===== config.mk =====
export PLATFORM = sky130hd
export DESIGN_NAME = pkt_mover
export DESIGN_NICKNAME = d
export VERILOG_FILES = /design/src/rtl/pkt_mover_pkg.sv /design/src/rtl/pkt_mover_fsm.sv /design/src/rtl/pkt_mover_count.sv /design/src/rtl/pkt_mover_gate.sv /design/src/rtl/pkt_mover.sv
export SDC_FILE = /design/constraint.sdc
export NUM_CORES = 1
export LEC_CHECK = 0
export BUFFER_PORTS_ARGS = -buffer_cell sky130_fd_sc_hd__buf_2
export CORE_ASPECT_RATIO = 0.7
export CORE_MARGIN = 2
export CORE_UTILIZATION = 60
export CTS_BUF_LIST = sky130_fd_sc_hd__clkbuf_8
export DETAILED_ROUTE_END_ITERATION = 6
export GPL_TIMING_DRIVEN = 0
export PLACE_DENSITY = 0.84
export SETUP_SLACK_MARGIN = 0.1
export SYNTH_ARGS = -nofsm -noshare
export SYNTH_HDL_FRONTEND = slang
export SYNTH_SLANG_ARGS = --single-unit

===== constraint.sdc =====
create_clock -name clk -period 3.75 [get_ports clk]
set_input_delay 0.1875 -clock clk [delete_from_list [all_inputs] [get_ports clk]]
set_output_delay 0.1875 -clock clk [all_outputs]
set_load 0.02 [all_outputs]

===== src/rtl/pkt_mover_pkg.sv =====
package pkt_mover_pkg;

    localparam int BYTE_W = 8;

    typedef enum logic [1:0] {
        MV_LEN_MSB = 2'd0,
        MV_LEN_LSB = 2'd1,
        MV_BODY    = 2'd2
    } mover_state_e;

    typedef struct packed {
        logic ready;
        logic hdr_fire;
        logic body_fire;
        logic done;
    } mover_hs_t;

    function automatic logic in_header(input mover_state_e s);
        return (s == MV_LEN_MSB) || (s == MV_LEN_LSB);
    endfunction

endpackage


===== src/rtl/pkt_mover_fsm.sv =====
module pkt_mover_fsm
    import pkt_mover_pkg::*;
(
    input  logic         clk,
    input  logic         rst,
    input  logic         hdr_fire,
    input  logic         body_fire,
    input  logic         len_zero,
    input  logic         last_byte,
    output mover_state_e state
);
    mover_state_e state_d;

    always_comb begin
        state_d = state;
        case (state)
            MV_LEN_MSB: if (hdr_fire) state_d = MV_LEN_LSB;
            MV_LEN_LSB: if (hdr_fire) state_d = len_zero ? MV_LEN_MSB : MV_BODY;
            MV_BODY:    if (body_fire && last_byte) state_d = MV_LEN_MSB;
            default:    state_d = MV_LEN_MSB;
        endcase
    end

    always_ff @(posedge clk) begin
        if (rst) state <= MV_LEN_MSB;
        else     state <= state_d;
    end
endmodule


===== src/rtl/pkt_mover_count.sv =====
module pkt_mover_count
    import pkt_mover_pkg::*;
#(
    parameter int DATA_W = BYTE_W,
    localparam int LEN_W = 2 * DATA_W
) (
    input  logic              clk,
    input  logic              rst,
    input  mover_state_e      state,
    input  logic [DATA_W-1:0] src_data,
    input  logic              hdr_fire,
    input  logic              body_fire,
    output logic [LEN_W-1:0]  remain,
    output logic              len_zero,
    output logic              last_byte
);
    logic [DATA_W-1:0] msb_q;
    logic [LEN_W-1:0]  len_full;

    assign len_full  = {msb_q, src_data};
    assign len_zero  = (len_full == '0);
    assign last_byte = (remain == LEN_W'(1));

    always_ff @(posedge clk) begin
        if (rst) begin
            msb_q  <= '0;
            remain <= '0;
        end else begin
            if (hdr_fire && state == MV_LEN_MSB) msb_q <= src_data;
            if (hdr_fire && state == MV_LEN_LSB) remain <= len_full;
            else if (body_fire)                  remain <= remain - LEN_W'(1);
        end
    end
endmodule


===== src/rtl/pkt_mover_gate.sv =====
module pkt_mover_gate
    import pkt_mover_pkg::*;
(
    input  mover_state_e state,
    input  logic         src_valid,
    input  logic         dst_full,
    input  logic         len_zero,
    input  logic         last_byte,
    output mover_hs_t    hs
);
    logic hdr_phase;

    always_comb begin
        hdr_phase    = in_header(state);
        hs.ready     = hdr_phase || !dst_full;
        hs.hdr_fire  = hdr_phase && src_valid;
        hs.body_fire = (state == MV_BODY) && src_valid && !dst_full;
        hs.done      = (hs.body_fire && last_byte)
                     || (hs.hdr_fire && state == MV_LEN_LSB && len_zero);
    end
endmodule


===== src/rtl/pkt_mover.sv =====
module pkt_mover
    import pkt_mover_pkg::*;
#(
    parameter int DATA_W = BYTE_W,
    localparam int LEN_W = 2 * DATA_W
) (
    input  logic              clk,
    input  logic              rst,
    input  logic [DATA_W-1:0] src_data,
    input  logic              src_valid,
    output logic              src_ready,
    output logic [DATA_W-1:0] dst_data,
    output logic              dst_push,
    input  logic              dst_full,
    output logic              busy,
    output logic              packet_done
);
    mover_state_e     state;
    mover_hs_t        hs;
    logic [LEN_W-1:0] remain;
    logic             len_zero;
    logic             last_byte;

    pkt_mover_gate u_gate (
        .state     (state),
        .src_valid (src_valid),
        .dst_full  (dst_full),
        .len_zero  (len_zero),
        .last_byte (last_byte),
        .hs        (hs)
    );

    pkt_mover_count #(.DATA_W(DATA_W)) u_count (
        .clk       (clk),
        .rst       (rst),
        .state     (state),
        .src_data  (src_data),
        .hdr_fire  (hs.hdr_fire),
        .body_fire (hs.body_fire),
        .remain    (remain),
        .len_zero  (len_zero),
        .last_byte (last_byte)
    );

    pkt_mover_fsm u_fsm (
        .clk       (clk),
        .rst       (rst),
        .hdr_fire  (hs.hdr_fire),
        .body_fire (hs.body_fire),
        .len_zero  (len_zero),
        .last_byte (last_byte),
        .state     (state)
    );

    assign src_ready   = hs.ready;
    assign dst_push    = hs.body_fire;
    assign dst_data    = src_data;
    assign packet_done = hs.done;
    assign busy        = (state != MV_LEN_MSB);
endmodule


# Word level (Yosys, flattened, before mapping)

Index checks and enable logic that the tools add are counted.

$add $sub $neg: 1
Equal/unequal tests: 6
Mux-type cells: 7
Reduce and logical (&&, ||, !) cells: 16

Operators with widths:

| cell                                                                    | number |
|---|---|
| 16-bit 2-to-1 mux                                                       | 2 |
| 16-bit by 1-bit equality test with 1-bit output (second input constant) | 1 |
| 16-bit logical NOT                                                      | 1 |
| 16-bit by 1-bit subtractor with 16-bit output (second input constant)   | 1 |
| 2-bit 2-to-1 mux                                                        | 4 |
| 1-bit logical AND                                                       | 7 |
| 2-bit by 1-bit != test with 1-bit output (second input constant)        | 3 |
| 2-bit case mux with 3 select lines                                      | 1 |
| 2-bit nonzero test                                                      | 2 |
| 1-bit logical OR                                                        | 3 |
| 3-bit AND reduction                                                     | 1 |
| 2-bit by 1-bit equality test with 1-bit output (second input constant)  | 1 |
| 2-bit equality test (second input constant)                             | 1 |
| 2-bit logical NOT                                                       | 1 |
| 1-bit logical NOT                                                       | 1 |

Register bits: 26
Output and inout bits: 12

# Logic depth before layout (Yosys ltp)

Gate-level depths: netlist (run 1).

Depth in word-level cells: 6
Depth in mapped cells: 7
Depth with buffers taken out: 6

# By module

Synthesis (run 1) repeated with hierarchy kept, for this count alone.

Cells, all modules: 160
Area total of the unflattened synthesis: 1390.1 um^2

Modules (own cells, without submodules):

| module          | instances | cells each | area each (um^2) | sequential area each (um^2) |
|---|---|---|---|---|
| pkt_mover_count | 1         | 135        | 1192.4           | 480.5 |
| pkt_mover_fsm   | 1         | 9          | 83.8             | 40.0 |
| pkt_mover       | 1         | 9          | 66.3             | 0.0 |
| pkt_mover_gate  | 1         | 7          | 47.5             | 0.0 |

# Least setup slack after synthesis (run 1)

OpenSTA, ideal clock, no wires.

Kind: register to output
Start: reg u_count.remain[4]
End: out packet_done
Data arrival time: 1.503 ns
Slack: 2.060 ns
Stages on the path, launching flop included: 5
Path buffers: 0
Cells stage by stage: dfxtp_1 nor3_4 nand4_1 or4_1 o21ai_0

Word-level cells in the longest chain between the ends: 3

RTL lines:

| element                                         | RTL line              | source |
|---|---|---|
| start, declared                                 | pkt_mover_count.sv:13 | `output logic [LEN_W-1:0] remain,` |
| start signal, assigned                          | pkt_mover_count.sv:30 | `if (hdr_fire && state == MV_LEN_LSB) remain <= len_full;` |
| start signal, assigned                          | pkt_mover_count.sv:31 | `else if (body_fire) remain <= remain - LEN_W'(1);` |
| 16-bit by 1-bit equality test with 1-bit output | pkt_mover_count.sv:22 | `assign last_byte = (remain == LEN_W'(1));` |
| 1-bit logical AND                               | pkt_mover_gate.sv:18  | `hs.done = (hs.body_fire && last_byte)` |
| 1-bit logical OR                                | pkt_mover_gate.sv:19  | `\|\| (hs.hdr_fire && state == MV_LEN_LSB && len_zero);` |
| end, declared                                   | pkt_mover.sv:16       | `output logic packet_done` |

Every way passes these cells.

# Worst setup path in the final report (run 1)

Start: reg u_count.remain[10]
End: out packet_done

The elaborated chain is that of the path after synthesis.

==> summary.txt, run 1 <==
Worst setup path
  • Startpoint Class: flip-flop
  • WP data required: about 3600 ps
  • Worst EP arrival: just over 2000 ps
  • Maximum fanout along the worst path: 7
  • Critical path class: flip-flop to output port
  • Crit end category: output port
  • R2R setup slack: 1890 ps

Cells and area
  • Final nets: around 210
  • Share of layout cells above drive strength 1: between 20 and 25%
  • Fin util: between 70% and 80%
  • Non-Filler Instances: between 200 and 250
  • N_diodes: 0
  • Fillers: between 150 and 200
  • Multi-input combinational cell area: between 800 and 900 um^2
  • Register area: 520 um^2
  • Area Overhead vs Synth: 13.1%

Global route
  • Grt ovf: 0
  • Largest net degree at the start of global routing: 14
  • Initial antenna violation count: 0
  • Total GRT Usage: 27.8%
  • Number of global-route vias before repair: ~1,300
  • First-pass GRT wire length: roughly 6 mm

Clock network
  • CTS Buf Count: 3
  • Worst-skew pair later-pin latency: around 270 ps
  • Worst-path clk slew: roughly 90 ps
  • Post-CTS Hold Fix Bufs: 0
  • Resized cells post-CTS: 0
  • CTS root buf: clkbuf_8
  • Clock tree buffer depth: 2
  • CTS tree: yes
  • Clk sinks: 26
  • Setup Buffers After CTS: 0
  • CTS H-tree lvls: 1

Timing
  • Fin crit period: between 2000 and 2500 ps
  • Max Clk Rate: ~450 MHz
  • # setup viols final: 0
  • Hold_ws: about 190 ps
  • Final Slew Violations: 0
  • PnR worst setup slack: 1530 ps
  • Final hold violation count: 0
  • RSZ-0062 raised after global routing: false
  • Worst-margin pin slew: between 500 and 600 ps
  • Worst Skew: between 1 and 1.5 ps
  • Worst rel slew slack: between 60 and 70%
  • Period Utilization, post-route: 59.3%
  • Sum Neg Setup Slack: 0 ps

Synthesis
  • Post-Syn Instances: approximately 170
  • Post-synthesis sequential area ratio: 35.6%
  • Post-Synthesis Net Count: around 190
  • Ys Warns: 0
  • Post-synth top area share: about 36%
  • Post-synth EDFFs: 0
  • Synth top cells by count: 26 x dfxtp_1, 19 x nor2_1, 13 x nand2_1
  • Yosys reg bits: 26
  • Main synth FF type: dfxtp_1
  • Count of cell types in the netlist: 42
  • Most instantiated library cell after synthesis: dfxtp_1
  • Synth top area cells: dfxtp_1 36%, mux2i_1 6.8%, nor2_1 4.9%
  • Mapped cell area: between 1000 and 1500 um^2
  • Async SR Flop Fraction: 0%
  • Average size of a mapped cell: approximately 8.5 um^2
  • Area leader, netlist: dfxtp_1

Drt
  • Vias: approximately 1,500
  • Post-Route WL: 3.76 mm
  • Routed vias/inst: about 6.3
  • Initial DRT Pass Iterations: 5
  • Initial drt markers: 149
  • Avg WL per Cell: approximately 16 um
  • # DRC: 0
  • Final ANT Viol Nets: 0

Floorplanning
  • Core region area: ~2200 um^2
  • Die W: ~63 um
  • Starting density of the core: approximately two thirds
  • Rows: 14
  • Die ar.: 2850 um^2
  • Ports: 24
  • Die Height: 45.3 um

Power and ir drop
  • Net Sw Power: ~210 uW
  • Leak pwr: between 0.0006 and 0.0007 uW
  • Pwr/cell area: 392 nW/um^2
  • Logic pwr share: a little over a quarter
  • Switching share of power: around 33%
  • Seq pwr share: 48.8%
  • P_int: between 400 and 500 uW
  • Clock power share: between 20% and 30%
  • Max IR drop VDD: ~0.33 mV

Job
  • Max cap viols: 0

Place
  • Final GP Congestion: roughly 0.85
  • DP HPWL: roughly 2.7 mm
  • Port Buf Inserts: 22
  • DP Worst Slack: between 1500 and 2000 ps
  • Placed Instances: 227

Min path
  • Min-Delay Path Class: input pin to flip-flop

Outcome
  • Status: completed
final timing paths:
path,depth (start not counted),from,endpoint
max,5,u_count.remain[10],packet_done
max reg2reg,6,u_count.remain[0],u_count.remain[10]
min reg2reg,2,u_count.msb_q[3],u_count.remain[11]
min,3,src_data[3],u_count.remain[3]
state kept, by name, indices dropped and copies added (netlist names):
register	count
u_count.msb_q	8
u_count.remain	16
u_fsm.state	2
per-layer routing:
layer	track usage, %	wire length [um]	share of wire (%)	vias up
met5	0	0	0	-
met4	7.56	38	1.0	0
met3	5.24	349	9.3	9
met2	47.2	1720	46	74
met1	37.3	1650	44	680
li1	-	-	-	693
logic make-up after synthesis:
family / Yosys count / synth area share, %
AND/OR/NAND/NOR: 68 / 27.2
AO/OA/AOI/OAI: 44 / 19.9
flip-flops: 26 / 35.6
buffers and inverters: 22 / 8.13
multiplexers: 10 / 6.84
adder cells (fa/ha/maj): 2 / 1.71
XOR/XNOR: 1 / 0.599
final cells by class:
| class | instances | share of cell area, % |
|---|---|---|
| repair buffers | 22 | 6.66 |
| flip-flops and latches | 26 | 31.5 |
| clock buffers | 3 | 2.50 |
| plain buffers | 19 | 6.51 |
| inverters | 3 | 0.681 |
| multi-input cells | 125 | 49.8 |
| well taps | 32 | 2.42 |
cell usage in the layout, fill, tap and decap left out, drive strengths merged, types with 4 or more instances in the layout:
cell type  synthesis  routed
buf               14      36
dfxtp             26      26
nor2              19      19
nand2             13      13
mux2i             10      10
a31oi              9       9
a21oi              8       8
clkbuf             5       8
a22oi              6       6
nor4               6       6
o21ai              6       6
nand4              5       5
or4                5       5
o211ai             5       5
nor3               4       4
critical path, cell delays in order (launching register included):
cell and delay [ps]:
dfxtp_1 380, nor4_1 540, nand2_1 120, or4_1 430, o21ai_0 100, buf_2 190
power by group through the flow:
| stage | clock, uW | sequential [uW] | combinational [uW] |
|---|---|---|---|
| finish | 161 | 316 | 171 |
| global route | 171 | 318 | 187 |
| CTS | 160 | 316 | 169 |
| detailed placement | 0 | 322 | 168 |
| global placement | 0 | 321 | 161 |
| floorplan | 0 | 316 | 126 |
through the flow:
step | instance area [um^2] | total power (uW)
after global placement | 1610 | 482
after CTS | 1650 | 645
final | 1650 | 649
after detailed placement | 1610 | 490
after floorplan | 1460 | 442
after global routing | 1650 | 677
Power figures use the tool's default switching activity.
==> inputs of run 2 (changes only) <==
CORE_UTILIZATION = 52   (was 60)
PLACE_DENSITY = 0.77   (was 0.84)
clock period = 1.9 ns   (was 3.75 ns; I/O delays follow)
==> summary.txt, run 2 (synthesis results as in run 1) <==
Worst setup path
  • Critical path class: flip-flop to output port
  • Maximum fanout along the worst path: 9 (+2)
  • Startpoint Class: flip-flop
  • Worst EP arrival: 1720 ps (-320 ps)
  • Crit end category: output port
  • Reg2reg path depth: 8 (+2)
  • R2R setup slack: 150 ps (-1740 ps)
  • FF-to-FF End: u_count.remain[12]
  • Critical R2R Launch: u_count.remain[0]
  • WP data required: 1800 ps (-1760 ps)

Cells and area
  • Regs by FF count: u_count.remain x16, u_count.msb_q x8, u_fsm.state x2
  • Commonest non-fill, non-tap cells in the layout: 24 x buf_2, 22 x dfxtp_1, 19 x nor2_1, 16 x buf_4, 12 x nand2_1
  • Share of layout cells above drive strength 1: 30.0% (+7.2 points)
  • Reg with most FFs: u_count.remain
  • Final nets: 222 (+3.7%)
  • Max reg flops: 16 (unchanged)
  • Area Overhead vs Synth: 24.5%
  • N_diodes: 0 (unchanged)
  • Commonest non-fill, non-tap cell in the layout: buf_2

Drt
  • Final ANT Viol Nets: 0 (unchanged)
  • Vias: 1,471 (+1.0%)
  • Avg WL per Cell: 16.2 um (-1.0%)
  • Routed vias/inst: 6.05 (-4.4%)
  • Initial DRT Pass Iterations: 4 (-1)
  • # DRC: 0 (unchanged)
  • Initial drt markers: 170 (+14%)
  • Post-Route WL: 3.93 mm (+4.6%)

Global route
  • Grt ovf: 0 (unchanged)
  • Number of global-route vias before repair: 1,253 (-3.5%)
  • Initial antenna violation count: 0 (unchanged)
  • First-pass GRT wire length: 6.02 mm (-2.1%)
  • Largest net degree at the start of global routing: 16 (+2)
  • Total GRT Usage: 24.9% (-2.9 points)

Clock network
  • Worst-skew pair later-pin latency: 280 ps (about the same)
  • Post-CTS Hold Fix Bufs: 0 (unchanged)
  • CTS H-tree lvls: 1 (unchanged)
  • Worst-path clk slew: 90 ps (about the same)
  • CTS Buf Count: 3 (unchanged)
  • CTS root buf: clkbuf_8
  • Clk sinks: 26 (unchanged)
  • CTS tree: yes
  • Clock tree buffer depth: 2 (unchanged)

Timing
  • # setup viols final: 0 (unchanged)
  • Hold_ws: 111 ps (-83.2 ps)
  • Worst rel slew slack: 67.1% (+3.9 points)
  • Sum Neg Setup Slack: 0 ps (unchanged)
  • Worst-margin pin slew: 494 ps (-54.1 ps)
  • Worst Skew: 6.93 ps (+5.50 ps)
  • PnR worst setup slack: 83.9 ps (-1440 ps)
  • Final hold violation count: 0 (unchanged)
  • Fin crit period: about 1800 ps
  • Final Slew Violations: 0 (unchanged)
  • Max Clk Rate: roughly 550 MHz
  • Period Utilization, post-route: a little over nine tenths
  • RSZ-0062 raised after global routing: true

Min path
  • Worst Min Path Start: src_data[0]
  • Hold EP: u_count.msb_q[0]
  • Min-Delay Path Class: input pin to flip-flop
  • Worst Hold Depth: 3 (unchanged)

Floorplanning
  • Rows: 16 (+2)
  • Die ar.: 3260 um^2 (+14%)
  • Core region area: 2740 um^2 (+23%)
  • Die Height: 48.4 um (+6.8%)
  • Starting density of the core: 53.3% (-12 points)
  • Ports: 24 (unchanged)
  • Die W: 67.4 um (+7.0%)

Power and ir drop
  • Total Power: 1480 uW (+130%)
  • Pwr/cell area: 815 nW/um^2 (+110%)
  • Max IR drop VDD: 0.561 mV (+71%)
  • Leak pwr: 0.000725 uW (+11%)

Job
  • Max cap viols: 0 (unchanged)

Place
  • DP HPWL: 2.61 mm (-3.0%)
  • Port Buf Inserts: 22 (unchanged)
  • Final GP Congestion: 0.938 (+11%)
  • DP Worst Slack: 93.2 ps (-1780 ps)

Outcome
  • Status: completed
## run 2: cell count changes in the layout (fill, tap and decap cells not counted), moves of 2 or more
cell / change
buf_4: +8
dfxtp_1: -4
buf_2: -3
dfxtp_2: +3
buf_6: +2
## run 2: metal layers
| layer | track usage (%) | share of wire, % | up-vias |
|---|---|---|---|
| met1 | 36.2 | 43 | 685 |
| met3 | 5.81 | 9.5 | 6 |
| li1 | - | - | 711 |
| met5 | 0 | 0 | - |
| met2 | 36.8 | 46 | 69 |
| met4 | 7.14 | 1.1 | 0 |
## run 2: worst max-delay path by stage
stage                                  start           endpoint  slack, ps
after floorplan            u_count.remain[4]        packet_done        300
after global placement     u_count.remain[7]        packet_done        120
after detailed placement   u_count.remain[0]  u_count.remain[8]         90
after CTS                     u_fsm.state[0]        packet_done         80
after global routing      u_count.remain[10]        packet_done         10
final                         u_fsm.state[0]        packet_done         80
## run 2: what timing repair did
action	in CTS	in global routing
setup endpoints to repair	4	6
buffers inserted	4	4
pin swaps	4	5
resized for setup	12	8
## run 2: worst max-delay path, cell delays in order, from the launching register on
cell and delay (ps):
dfxtp_2 330, buf_6 130, nand4bb_4 200, inv_2 80, nand2_1 50, or4_4 430, o21ai_2 80, buf_6 130
## run 2: final cells by class
class	instances	area (um^2)
clock inverter	1	30.0
buffer	19	116
tap	36	45.0
inverter	3	11.3
fill	225	922
clock buffer	3	41.3
timing repair buffer	30	176
sequential	26	528
multi-input combinational	125	872
## run 2: stage by stage
step	cell area, um^2	instances	utilization [%]
detailed placement	1620	231	59.0
floorplan	1460	173	-
global route	1820	243	66.4
global placement	1620	231	59.0
finish	1820	243	66.4
CTS	1780	239	64.8
## run 2: power breakdown
part           switching [uW]  internal [uW]  total [uW]  leakage, uW
combinational             210            179         389     0.000475
clock                     182            282         464    0.0000357
sequential               48.0            582         630     0.000214
